[config.mk]
export PLATFORM = sky130hd
export DESIGN_NAME = pfb_bus_front
export DESIGN_NICKNAME = d
export VERILOG_FILES = /design/src/rtl/pfb_pkg.sv /design/src/rtl/pfb_sync.sv /design/src/rtl/pfb_deglitch.sv /design/src/rtl/pfb_idle_timer.sv /design/src/rtl/pfb_write_fsm.sv /design/src/rtl/pfb_bus_front.sv
export SDC_FILE = /design/constraint.sdc
export NUM_CORES = 1
export LEC_CHECK = 0
export ABC_CLOCK_PERIOD_IN_PS = 4990
export BUFFER_PORTS_ARGS = -buffer_cell sky130_fd_sc_hd__buf_4
export CORE_ASPECT_RATIO = 2
export CORE_MARGIN = 2
export CORE_UTILIZATION = 35
export CTS_CLUSTER_SIZE = 16
export DETAILED_ROUTE_END_ITERATION = 8
export SYNTH_ARGS = -nofsm -noshare
export SYNTH_HDL_FRONTEND = slang
export SYNTH_SLANG_ARGS = --single-unit
export TNS_END_PERCENT = 100
[constraint.sdc]
create_clock -name clk -period 4.99 [get_ports clk]
set_input_delay 0.499 -clock clk [delete_from_list [all_inputs] [get_ports clk]]
set_output_delay 0.499 -clock clk [all_outputs]
set_load 0.03 [all_outputs]
[src/rtl/pfb_pkg.sv]
package pfb_pkg;

    localparam int ADDR_W = 16;
    localparam int DATA_W = 16;

    typedef enum logic [1:0] {
        OP_STANDBY = 2'd0,
        OP_DISABLE = 2'd1,
        OP_READ    = 2'd2,
        OP_WRITE   = 2'd3
    } bus_op_e;

    typedef enum logic [1:0] {
        WR_IDLE   = 2'd0,
        WR_ACTIVE = 2'd1,
        WR_DROP   = 2'd2
    } wr_state_e;

    typedef struct packed {
        logic [ADDR_W-1:0] addr;
        logic [DATA_W-1:0] data;
    } wr_beat_t;

    // Inputs are active-low strobes after synchronizing/filtering.
    function automatic bus_op_e classify(logic ce_l, logic oe_l, logic we_l);
        if (ce_l)
            return OP_STANDBY;
        else if (!oe_l && we_l)
            return OP_READ;
        else if (oe_l && !we_l)
            return OP_WRITE;
        else
            return OP_DISABLE;
    endfunction

endpackage

[src/rtl/pfb_sync.sv]
module pfb_sync #(
    parameter int W = 1,
    parameter logic [W-1:0] RST_VAL = '0
) (
    input  logic         clk,
    input  logic         rst,
    input  logic [W-1:0] d_i,
    output logic [W-1:0] q_o
);
    logic [W-1:0] meta_q;
    logic [W-1:0] sync_q;

    always_ff @(posedge clk) begin
        if (rst) begin
            meta_q <= RST_VAL;
            sync_q <= RST_VAL;
        end else begin
            meta_q <= d_i;
            sync_q <= meta_q;
        end
    end

    assign q_o = sync_q;
endmodule

[src/rtl/pfb_deglitch.sv]
module pfb_deglitch #(
    parameter int MIN_LOW = 3
) (
    input  logic clk,
    input  logic rst,
    input  logic in_l,
    output logic out_l
);
    localparam int CW = $clog2(MIN_LOW + 1) + 1;
    localparam logic [CW-1:0] LIMIT = CW'(MIN_LOW);

    logic [CW-1:0] run_q;

    // Counts consecutive low samples; saturates at the threshold.
    always_ff @(posedge clk) begin
        if (rst)
            run_q <= '0;
        else if (in_l)
            run_q <= '0;
        else if (run_q != LIMIT)
            run_q <= run_q + 1'b1;
    end

    // Low is passed only once it has persisted; high passes at once.
    assign out_l = (run_q != LIMIT);
endmodule

[src/rtl/pfb_idle_timer.sv]
module pfb_idle_timer #(
    parameter int W        = 35,
    parameter int IDLE_CYC = 15
) (
    input  logic         clk,
    input  logic         rst,
    input  logic [W-1:0] bus_i,
    output logic         idle_o
);
    localparam int CW = $clog2(IDLE_CYC + 1) + 1;
    localparam logic [CW-1:0] LIMIT = CW'(IDLE_CYC);

    logic [W-1:0]  prev_q;
    logic [CW-1:0] quiet_q;

    always_ff @(posedge clk) begin
        if (rst) begin
            prev_q  <= '0;
            quiet_q <= '0;
        end else begin
            prev_q <= bus_i;
            if (bus_i != prev_q)
                quiet_q <= '0;
            else if (quiet_q != LIMIT)
                quiet_q <= quiet_q + 1'b1;
        end
    end

    assign idle_o = (quiet_q == LIMIT);
endmodule

[src/rtl/pfb_write_fsm.sv]
module pfb_write_fsm
    import pfb_pkg::*;
(
    input  logic              clk,
    input  logic              rst,
    input  logic              ce_f_l,
    input  logic              we_f_l,
    input  logic              ce_s_l,
    input  logic              we_s_l,
    input  logic              oe_s_l,
    input  logic [ADDR_W-1:0] addr_s,
    input  logic [DATA_W-1:0] data_s,
    output logic              valid_o,
    output wr_beat_t          beat_o
);
    wr_state_e         state_q;
    logic [ADDR_W-1:0] addr_cap_q;
    logic [DATA_W-1:0] data_cap_q;
    logic              valid_q;
    wr_beat_t          beat_q;
    logic              both_low;

    assign both_low = !ce_f_l && !we_f_l;

    always_ff @(posedge clk) begin
        if (rst) begin
            state_q    <= WR_IDLE;
            addr_cap_q <= '0;
            data_cap_q <= '0;
            valid_q    <= 1'b0;
            beat_q     <= '0;
        end else begin
            valid_q <= 1'b0;
            // Data tracks the bus while both synchronized strobes are low,
            // so it freezes at whichever strobe rises first.
            if (!ce_s_l && !we_s_l)
                data_cap_q <= data_s;
            case (state_q)
                WR_IDLE: begin
                    if (both_low) begin
                        addr_cap_q <= addr_s;
                        state_q    <= oe_s_l ? WR_ACTIVE : WR_DROP;
                    end
                end
                WR_ACTIVE: begin
                    if (!oe_s_l) begin
                        state_q <= WR_DROP;
                    end else if (!both_low) begin
                        valid_q     <= 1'b1;
                        beat_q.addr <= addr_cap_q;
                        beat_q.data <= data_cap_q;
                        state_q     <= WR_IDLE;
                    end
                end
                WR_DROP: begin
                    if (!both_low)
                        state_q <= WR_IDLE;
                end
                default: state_q <= WR_IDLE;
            endcase
        end
    end

    assign valid_o = valid_q;
    assign beat_o  = beat_q;
endmodule

[src/rtl/pfb_bus_front.sv]
module pfb_bus_front
    import pfb_pkg::*;
#(
    parameter int GLITCH_CYC = 3,
    parameter int IDLE_CYC   = 15
) (
    input  logic              clk,
    input  logic              rst,
    input  logic              bus_ce_n,
    input  logic              bus_oe_n,
    input  logic              bus_we_n,
    input  logic [ADDR_W-1:0] bus_addr,
    input  logic [DATA_W-1:0] bus_wdata,
    output logic [1:0]        bus_op,
    output logic              dq_oe,
    output logic              auto_stby,
    output logic              wr_valid,
    output logic [ADDR_W-1:0] wr_addr,
    output logic [DATA_W-1:0] wr_data
);
    localparam int NCTRL   = 3;
    localparam int NFILT   = 2;
    localparam int PATH_W  = ADDR_W + DATA_W;
    localparam int BUNDLE_W = NCTRL + PATH_W;

    logic [NCTRL-1:0]  ctrl_s;
    logic [PATH_W-1:0] path_s;
    logic [ADDR_W-1:0] addr_s;
    logic [DATA_W-1:0] data_s;
    logic [NFILT-1:0]  filt_in;
    logic [NFILT-1:0]  filt_out;
    bus_op_e           op;
    wr_beat_t          beat;

    pfb_sync #(.W(NCTRL), .RST_VAL({NCTRL{1'b1}})) u_sync_ctrl (
        .clk(clk), .rst(rst),
        .d_i({bus_we_n, bus_oe_n, bus_ce_n}),
        .q_o(ctrl_s)
    );

    pfb_sync #(.W(PATH_W), .RST_VAL('0)) u_sync_path (
        .clk(clk), .rst(rst),
        .d_i({bus_addr, bus_wdata}),
        .q_o(path_s)
    );

    assign {addr_s, data_s} = path_s;

    // Index 0: chip select, index 1: write enable.
    assign filt_in = {ctrl_s[2], ctrl_s[0]};

    for (genvar gi = 0; gi < NFILT; gi++) begin : g_filt
        pfb_deglitch #(.MIN_LOW(GLITCH_CYC)) u_dg (
            .clk(clk), .rst(rst),
            .in_l(filt_in[gi]),
            .out_l(filt_out[gi])
        );
    end

    assign op     = classify(filt_out[0], ctrl_s[1], filt_out[1]);
    assign bus_op = op;
    assign dq_oe  = (op == OP_READ);

    pfb_idle_timer #(.W(BUNDLE_W), .IDLE_CYC(IDLE_CYC)) u_idle (
        .clk(clk), .rst(rst),
        .bus_i({ctrl_s, path_s}),
        .idle_o(auto_stby)
    );

    pfb_write_fsm u_wr (
        .clk(clk), .rst(rst),
        .ce_f_l(filt_out[0]),
        .we_f_l(filt_out[1]),
        .ce_s_l(ctrl_s[0]),
        .we_s_l(ctrl_s[2]),
        .oe_s_l(ctrl_s[1]),
        .addr_s(addr_s),
        .data_s(data_s),
        .valid_o(wr_valid),
        .beat_o(beat)
    );

    assign wr_addr = beat.addr;
    assign wr_data = beat.data;
endmodule

==> results of run 1 <==
## routing by layer
metal | GRT usage | vias to the layer above
met4 | 0.0796 | 0
met5 | 0 | -
met2 | 0.233 | 93
met3 | 0.0325 | 27
li1 | - | 2124
met1 | 0.134 | 1868
## critical path: cells and delay by family, from the launching register on
family / cells / cell delay, ns
simple gates: 4 / 1.34
fa+ha+maj: 2 / 0.50
flops: 1 / 0.32
compound gates: 1 / 0.16
## synth_stat cells (all sizes together)
cell	instances	area (sq um)
nand2	137	517
and4b	1	10.0
nand4b	1	8.76
nor4	12	87.6
and2	1	6.26
nor2b	99	622
inv	8	30.0
mux2i	3	30.0
buf	12	81.3
nor2	10	40.0
nand3	1	5.00
a222oi	1	10.0
a21oi	68	340
xnor2	12	105
nand4	3	25.0
xor2	23	201
o22ai	1	6.26
clkinv	2	7.51
dfxtp	183	3660
and3	1	6.26
nor3	8	51.3
nand2b	1	6.26
mux2	1	11.3
or3	1	6.26
ha	9	113
a221oi	1	8.76
clkbuf	22	82.6
o221ai	1	8.76
or2	8	50.1
## path summary, 6_finish.rpt
| check | cells after the start | start | slack (ns) | end |
|---|---|---|---|---|
| setup / recovery | 7 | g_filt[1].u_dg.run_q[0] | 2.59 | u_wr.beat_o[7] |
| hold / removal | 2 | bus_we_n | 0.26 | u_sync_ctrl.meta_q[2] |
| setup reg to reg | 7 | g_filt[1].u_dg.run_q[0] | 2.59 | u_wr.beat_o[7] |
| hold reg to reg | 1 | u_sync_ctrl.meta_q[0] | 0.41 | u_sync_ctrl.q_o[0] |
## final cells by class
cell class / count / area (sq um)
Clock inverter: 12 / 118
Clock buffer: 20 / 437
Fill cell: 1712 / 9830
Tap cell: 210 / 263
Multi-Input combinational cell: 404 / 2280
Inverter: 10 / 37.5
Sequential cell: 183 / 3660
Timing Repair Buffer: 75 / 563
## logic make-up after synthesis
logic type	Yosys count	share of synthesized area
XOR/XNOR	35	0.0499
buffers and inverters	44	0.0328
adder cells (fa/ha/maj)	9	0.0183
AO/OA/AOI/OAI	72	0.0609
multiplexers	4	0.00672
AND/OR/NAND/NOR	284	0.235
flip-flops	183	0.597
## stage by stage
stage                     hold WS (ns)  utilization
after floorplan                  0.383            -
after global placement           0.387        0.396
after detailed placement         0.398        0.396
after CTS                        0.245        0.428
after global routing             0.249        0.428
final                            0.260        0.428
## registers in the layout, indices dropped and copies added, names as in the netlist, 5 cells and up
name,flops
g_filt.u_dg.run_q,6
u_wr.data_cap_q,16
u_idle.prev_q,35
u_sync_path.meta_q,32
u_sync_path.q_o,32
u_wr.beat_o,32
u_idle.quiet_q,5
u_wr.addr_cap_q,16
## power breakdown
| part | switching, mW | internal [mW] |
|---|---|---|
| Clock | 0.547 | 0.694 |
| Combinational | 0.0497 | 0.0516 |
| Sequential | 0.0197 | 1.50 |
| Total | 0.616 | 2.24 |
==> reports/summary.txt, run 1 <==
Status: completed
Std-Cell Rows: 68
Final setup margin: 2.59 ns
Critical Path Sink Type: register
Sequential share of the synthesized area: 0.597
H-tree depth reported by CTS: 4
Wire length of the first global-routing pass: 19400 um
Maximum vdd ir drop: 0.000229 V
Final ANT Viol Nets: 0
Aggregate routed wire length: 11600 um
Number of antenna diodes: 0
Library cell appearing most often on the critical path: sky130_fd_sc_hd__ha_1
Startpoint class of the critical path: register
Area inside the core boundary: 17200 sq um
Setup tns final: 0 ns
Pin count of the biggest net entering global routing: 107
Total power: 2.86 mW
Post-CTS setup buffer count: 0
Clock sinks: 183
Initial antenna violation count: 0
Min Clock Period, post-route: 2.40 ns
Post-Layout Cell Count: 914
TritonCTS clock tree: yes
Area of the die: 18700 sq um
Finished layout cell area: 7360 sq um
DRC violation count after routing: 0
HPWL after DPL: 8370 um
Number of nets in the synthesized netlist: 677
Most frequent standard cell in the layout excluding fill and tap cells: sky130_fd_sc_hd__dfxtp_1
Number of buffers inserted by hold repair at cts: 0
Highest achievable clock rate: 416 MHz
Max-slew violations: 0
Die Span X: 97.7 um
Number of hold violations in the final report: 0
Via Count: 4112
Crit-path slowest cell: sky130_fd_sc_hd__nor2_2
Static Leak: 2.88 nW
Number of buffers added on ports: 73
Initial cell density of the core: 0.357
DRT iter0 DRCs: 184
Worst slack after detailed placement: 2.56 ns
Setup repair after global routing missed its margin: no
HP Class: in -> reg
Congestion Overflow GR: 0
Max-cap violations: 0
Post-synthesis average cell area: 9.73 sq um
Most frequent cells in the layout: sky130_fd_sc_hd__dfxtp_1, sky130_fd_sc_hd__nand2_1, sky130_fd_sc_hd__nor2b_1
Clock latency reported for the late side of the worst-skew pair: 0.42 ns
Synth-to-layout area growth: 19.8%
PwrDens: 389 nW/um^2
Vias in the first global route: 4109
Critical path fanouts, max: 32
Worst relative slew slack: 0.232
Cells after DPL: 882
Final number of setup-violating endpoints: 0
Area of the mapped netlist: 6140 sq um
Critical path, cell by cell: ha_1 -> ha_1 -> nand2_2 -> nand3_1 -> nor2_2 -> nand2_1 -> a21oi_1
Met1 layer wirelength in the final routing: 4560 um
Pre-Repair DR Iteration Count: 4
Synthesized instance count: 631
Clock slew at reported path FFs: 0.06 ns
Maximum clock path buffer count: 2
Average wire per standard cell: 12.7 um
Fraction of final layout cells with drive strength greater than 1: 0.161
Number of distinct library cell variants in the gate-level netlist after synthesis: 38
Flip-flop and latch count after synthesis: 183
Arrival time of the worst setup path: 2.75 ns
Required time of the critical path: 5.33 ns
Met2 routed wirelength: 6130 um
Die Y-Extent: 191 um
Final Net Count: 737
Clk root buf: sky130_fd_sc_hd__clkbuf_16
Critical setup path kind: reg -> reg
Routed vias/inst: 4.50
Top Metal Used: met4
Placement Cell Area: 6800 sq um
Worst clock skew: 0.00779 ns
Met3 wire length: 428 um
Cts repair resizes: 0
Boundary pin count: 74
Worst path max stage delay: 0.88 ns
Worst-margin pin slew: 1.15 ns
Final period util: 0.482
Global-route usage over all layers: 0.130
Number of warning messages in the yosys log: 0
Routability congestion estimate: 0.809
TritonCTS Buffers: 17
Note: power is estimated with default switching activity, not from simulation.
==> inputs of run 2 (changes only) <==
- ABC_AREA: not set -> 1
- ABC_CLOCK_PERIOD_IN_PS: 4990 -> 2400
- clock period: 4.99 -> 2.4 ns (I/O delays scaled with it)
==> run 2 against run 1 <==
  * Hold slack worse by 0.24 ns
  * Setup slack worse by 2.4 ns
  * Clock power up 130%
  * Total power increased by 120%
  * Sequential share of layout area down 2.4 points
==> reports/summary.txt, run 2 <==
Share of flip-flops with an asynchronous set or reset after synthesis: 0 (unchanged)
Number of nets in the synthesized netlist: 827 (was 677)
Boundary pin count: 74 (unchanged)
Clock latency reported for the late side of the worst-skew pair: 0.42 ns (about the same)
Final number of setup-violating endpoints: 0 (unchanged)
Initial antenna violation count: 0 (unchanged)
Required time of the critical path: 2.16 ns (was 5.33 ns)
Most frequent standard cell in the layout excluding fill and tap cells: sky130_fd_sc_hd__nor2_1 (was sky130_fd_sc_hd__dfxtp_1)
TritonCTS clock tree: yes (unchanged)
Area share of the largest cell type after synthesis: 0.577 (was 0.597)
Most area-consuming cells after synthesis: sky130_fd_sc_hd__dfxtp_1, sky130_fd_sc_hd__nor2_1, sky130_fd_sc_hd__inv_1 (was sky130_fd_sc_hd__dfxtp_1, sky130_fd_sc_hd__nor2b_1, sky130_fd_sc_hd__nand2_1)
Status: completed (unchanged)
Average wire per standard cell: 11.4 um (was 12.7 um)
Crit-path slowest cell: sky130_fd_sc_hd__dfxtp_1 (was sky130_fd_sc_hd__nor2_2)
Highest achievable clock rate: 460 MHz
Clock slew at reported path FFs: 0.07 ns (was 0.06 ns)
Placement Cell Area: 7020 sq um (was 6800 sq um)
Post-synth top cells: sky130_fd_sc_hd__nor2_1, sky130_fd_sc_hd__dfxtp_1, sky130_fd_sc_hd__inv_1 (was sky130_fd_sc_hd__dfxtp_1, sky130_fd_sc_hd__nand2_1, sky130_fd_sc_hd__nor2b_1)
Static Leak: 3.67 nW (was 2.88 nW)
Cts repair resizes: 0 (unchanged)
Critical path fanouts, max: 7 (was 32)
Final ANT Viol Nets: 0 (unchanged)
Area of the mapped netlist: 6350 sq um (was 6140 sq um)
Fraction of final layout cells with drive strength greater than 1: 0.149 (was 0.161)
Critical setup path kind: reg -> out (was reg -> reg)
Worst relative slew slack: 0.709 (was 0.232)
Worst slack after detailed placement: 0.602 ns (was 2.56 ns)
Number of distinct library cell variants in the gate-level netlist after synthesis: 28 (was 38)
Congestion Overflow GR: 0 (unchanged)
Clk root buf: sky130_fd_sc_hd__clkbuf_16 (unchanged)
HPWL after DPL: 8780 um (was 8370 um)
Max-slew violations: 0 (unchanged)
Global-route usage over all layers: 0.133 (was 0.130)
PwrDens: 816 nW/um^2 (was 389 nW/um^2)
HP Class: in -> reg (unchanged)
Die Y-Extent: 194 um (was 191 um)
Pin count of the biggest net entering global routing: 74 (was 107)
Number of hold violations in the final report: 0 (unchanged)
Number of flip-flops under the largest register name: 35 (unchanged)
Number of buffers inserted by hold repair at cts: 8 (was 0)
Sequential share of the synthesized area: 0.577 (was 0.597)
Critical path, cell by cell: ha_1 -> ha_1 -> inv_1 -> ha_1 -> nor2_1 -> buf_4 (was ha_1 -> ha_1 -> nand2_2 -> nand3_1 -> nor2_2 -> nand2_1 -> a21oi_1)
Maximum clock path buffer count: 2 (unchanged)
TritonCTS Buffers: 17 (unchanged)
Wire length of the first global-routing pass: 20300 um (was 19400 um)
Flip-flop and latch count after synthesis: 183 (unchanged)
Via Count: 4594 (was 4112)
Library cell appearing most often on the critical path: sky130_fd_sc_hd__ha_1 (unchanged)
Synth-to-layout area growth: 21.7% (was 19.8%)
Routed vias/inst: 4.25 (was 4.50)
Routability congestion estimate: 0.801 (was 0.809)
DRC violation count after routing: 0 (unchanged)
Area inside the core boundary: 17800 sq um (was 17200 sq um)
Final setup margin: 0.228 ns (was 2.59 ns)
Critical Path Sink Type: primary output (was register)
Std-Cell Rows: 69 (was 68)
Number of buffers added on ports: 73 (unchanged)
Worst clock skew: 0.00736 ns (was 0.00779 ns)
Max-cap violations: 0 (unchanged)
Most used DFF post-synth: sky130_fd_sc_hd__dfxtp_1 (unchanged)
Worst path max stage delay: 0.35 ns (was 0.88 ns)
Post-CTS setup buffer count: 0 (unchanged)
Number of synthesized flops with an enable pin: 0 (unchanged)
Cell with the most instances after synthesis: sky130_fd_sc_hd__nor2_1 (was sky130_fd_sc_hd__dfxtp_1)
H-tree depth reported by CTS: 4 (unchanged)
Arrival time of the worst setup path: 1.93 ns (was 2.75 ns)
Number of filler cells placed in the layout: 1770 (was 1712)
Number of antenna diodes: 0 (unchanged)
Pre-Repair DR Iteration Count: 6 (was 4)
Area of the die: 19300 sq um (was 18700 sq um)
Initial cell density of the core: 0.357 (about the same)
Setup repair after global routing missed its margin: no (unchanged)
Min Clock Period, post-route: 2.17 ns
Total power: 6.30 mW (was 2.86 mW)
Clock sinks: 183 (unchanged)
Storage element area: 3660 sq um (unchanged)
DRT iter0 DRCs: 197 (was 184)
Final period util: 0.905
Vias in the first global route: 4367 (was 4109)
Worst-margin pin slew: 0.436 ns (was 1.15 ns)
Finished layout cell area: 7730 sq um (was 7360 sq um)
Register with the most flip-flops: u_idle.prev_q (unchanged)
Post-synthesis cell type with the largest combined area: sky130_fd_sc_hd__dfxtp_1 (unchanged)
Maximum vdd ir drop: 0.000487 V (was 0.000229 V)
Crit path max-delay family: adder cells (was simple AND/OR/NAND/NOR gates)
Worst path bufs/invs: 2 (was 0)
Synthesized instance count: 781 (was 631)
Startpoint class of the critical path: register (unchanged)
Final Net Count: 901 (was 737)
Area of the multi-input gates: 1990 sq um (was 2280 sq um)
Most frequent cells in the layout: sky130_fd_sc_hd__nor2_1, sky130_fd_sc_hd__dfxtp_1, sky130_fd_sc_hd__inv_1 (was sky130_fd_sc_hd__dfxtp_1, sky130_fd_sc_hd__nand2_1, sky130_fd_sc_hd__nor2b_1)
Number of warning messages in the yosys log: 0 (unchanged)
Die Span X: 99.2 um (was 97.7 um)
Setup tns final: 0 ns (unchanged)
Post-synthesis average cell area: 8.13 sq um (was 9.73 sq um)
Aggregate routed wire length: 12300 um (was 11600 um)
## run 2: worst register-to-register path, stage by stage, from the launching register on
cell                      delay, ns
sky130_fd_sc_hd__dfxtp_1       0.32
sky130_fd_sc_hd__ha_1          0.20
sky130_fd_sc_hd__ha_1          0.28
sky130_fd_sc_hd__nand2_2       0.12
sky130_fd_sc_hd__inv_2         0.06
sky130_fd_sc_hd__nor2_4        0.25
sky130_fd_sc_hd__buf_4         0.30
sky130_fd_sc_hd__o21ai_0       0.11
sky130_fd_sc_hd__nor2_1        0.12
## run 2: area by class of cell
cell class,count,area share
repair buffers,86,0.0877
flip-flops and latches,183,0.474
well taps,213,0.0345
multi-input cells,433,0.257
clock buffers,18,0.0568
inverters,134,0.0656
clock inverters,14,0.0240
## run 2: kinds of logic after synthesis
| kind of cell | after synthesis | synth area share |
|---|---|---|
| mux | 1 | 0.00158 |
| flops | 183 | 0.577 |
| xor+xnor | 14 | 0.0193 |
| compound gates | 109 | 0.0889 |
| simple gates | 300 | 0.186 |
| buf+inv | 165 | 0.110 |
| fa+ha+maj | 9 | 0.0177 |
## run 2: per-layer routing
layer  up-vias  GRT usage  part of all wire
li1       2495          -                 -
met1      2014      0.146              0.42
met2        67      0.239              0.52
met3        18     0.0270             0.028
met4         0     0.0670             0.030
met5         -          0                 0
## run 2: where the power goes
group | internal [mW] | switching (mW)
sequential | 3.11 | 0.0310
combinational | 0.114 | 0.149
clock | 1.70 | 1.20
total | 4.93 | 1.38
## run 2: metrics by stage
| stage | hold slack, ns | cells | utilization |
|---|---|---|---|
| 6_report | 0.0201 | 1081 | 0.435 |
| 5_1_grt | 0.0101 | 1081 | 0.435 |
| 4_1_cts | 0.00101 | 1081 | 0.435 |
| 3_5_place_dp | 0.392 | 1041 | 0.395 |
| 3_3_place_gp | 0.389 | 1041 | 0.395 |
| 2_1_floorplan | 0.344 | 781 | - |
## run 2: path summary, 6_finish.rpt
path	depth (start not counted)	slack [ns]	endpoint	startpoint
worst max-delay path	6	0.23	bus_op[0]	g_filt[1].u_dg.run_q[0]
worst min-delay path	3	0.02	u_sync_path.meta_q[16]	bus_addr[0]
worst max register to register	8	0.58	u_wr.beat_o[9]	g_filt[1].u_dg.run_q[0]
worst min register to register	2	0.40	u_sync_path.q_o[11]	u_sync_path.meta_q[11]
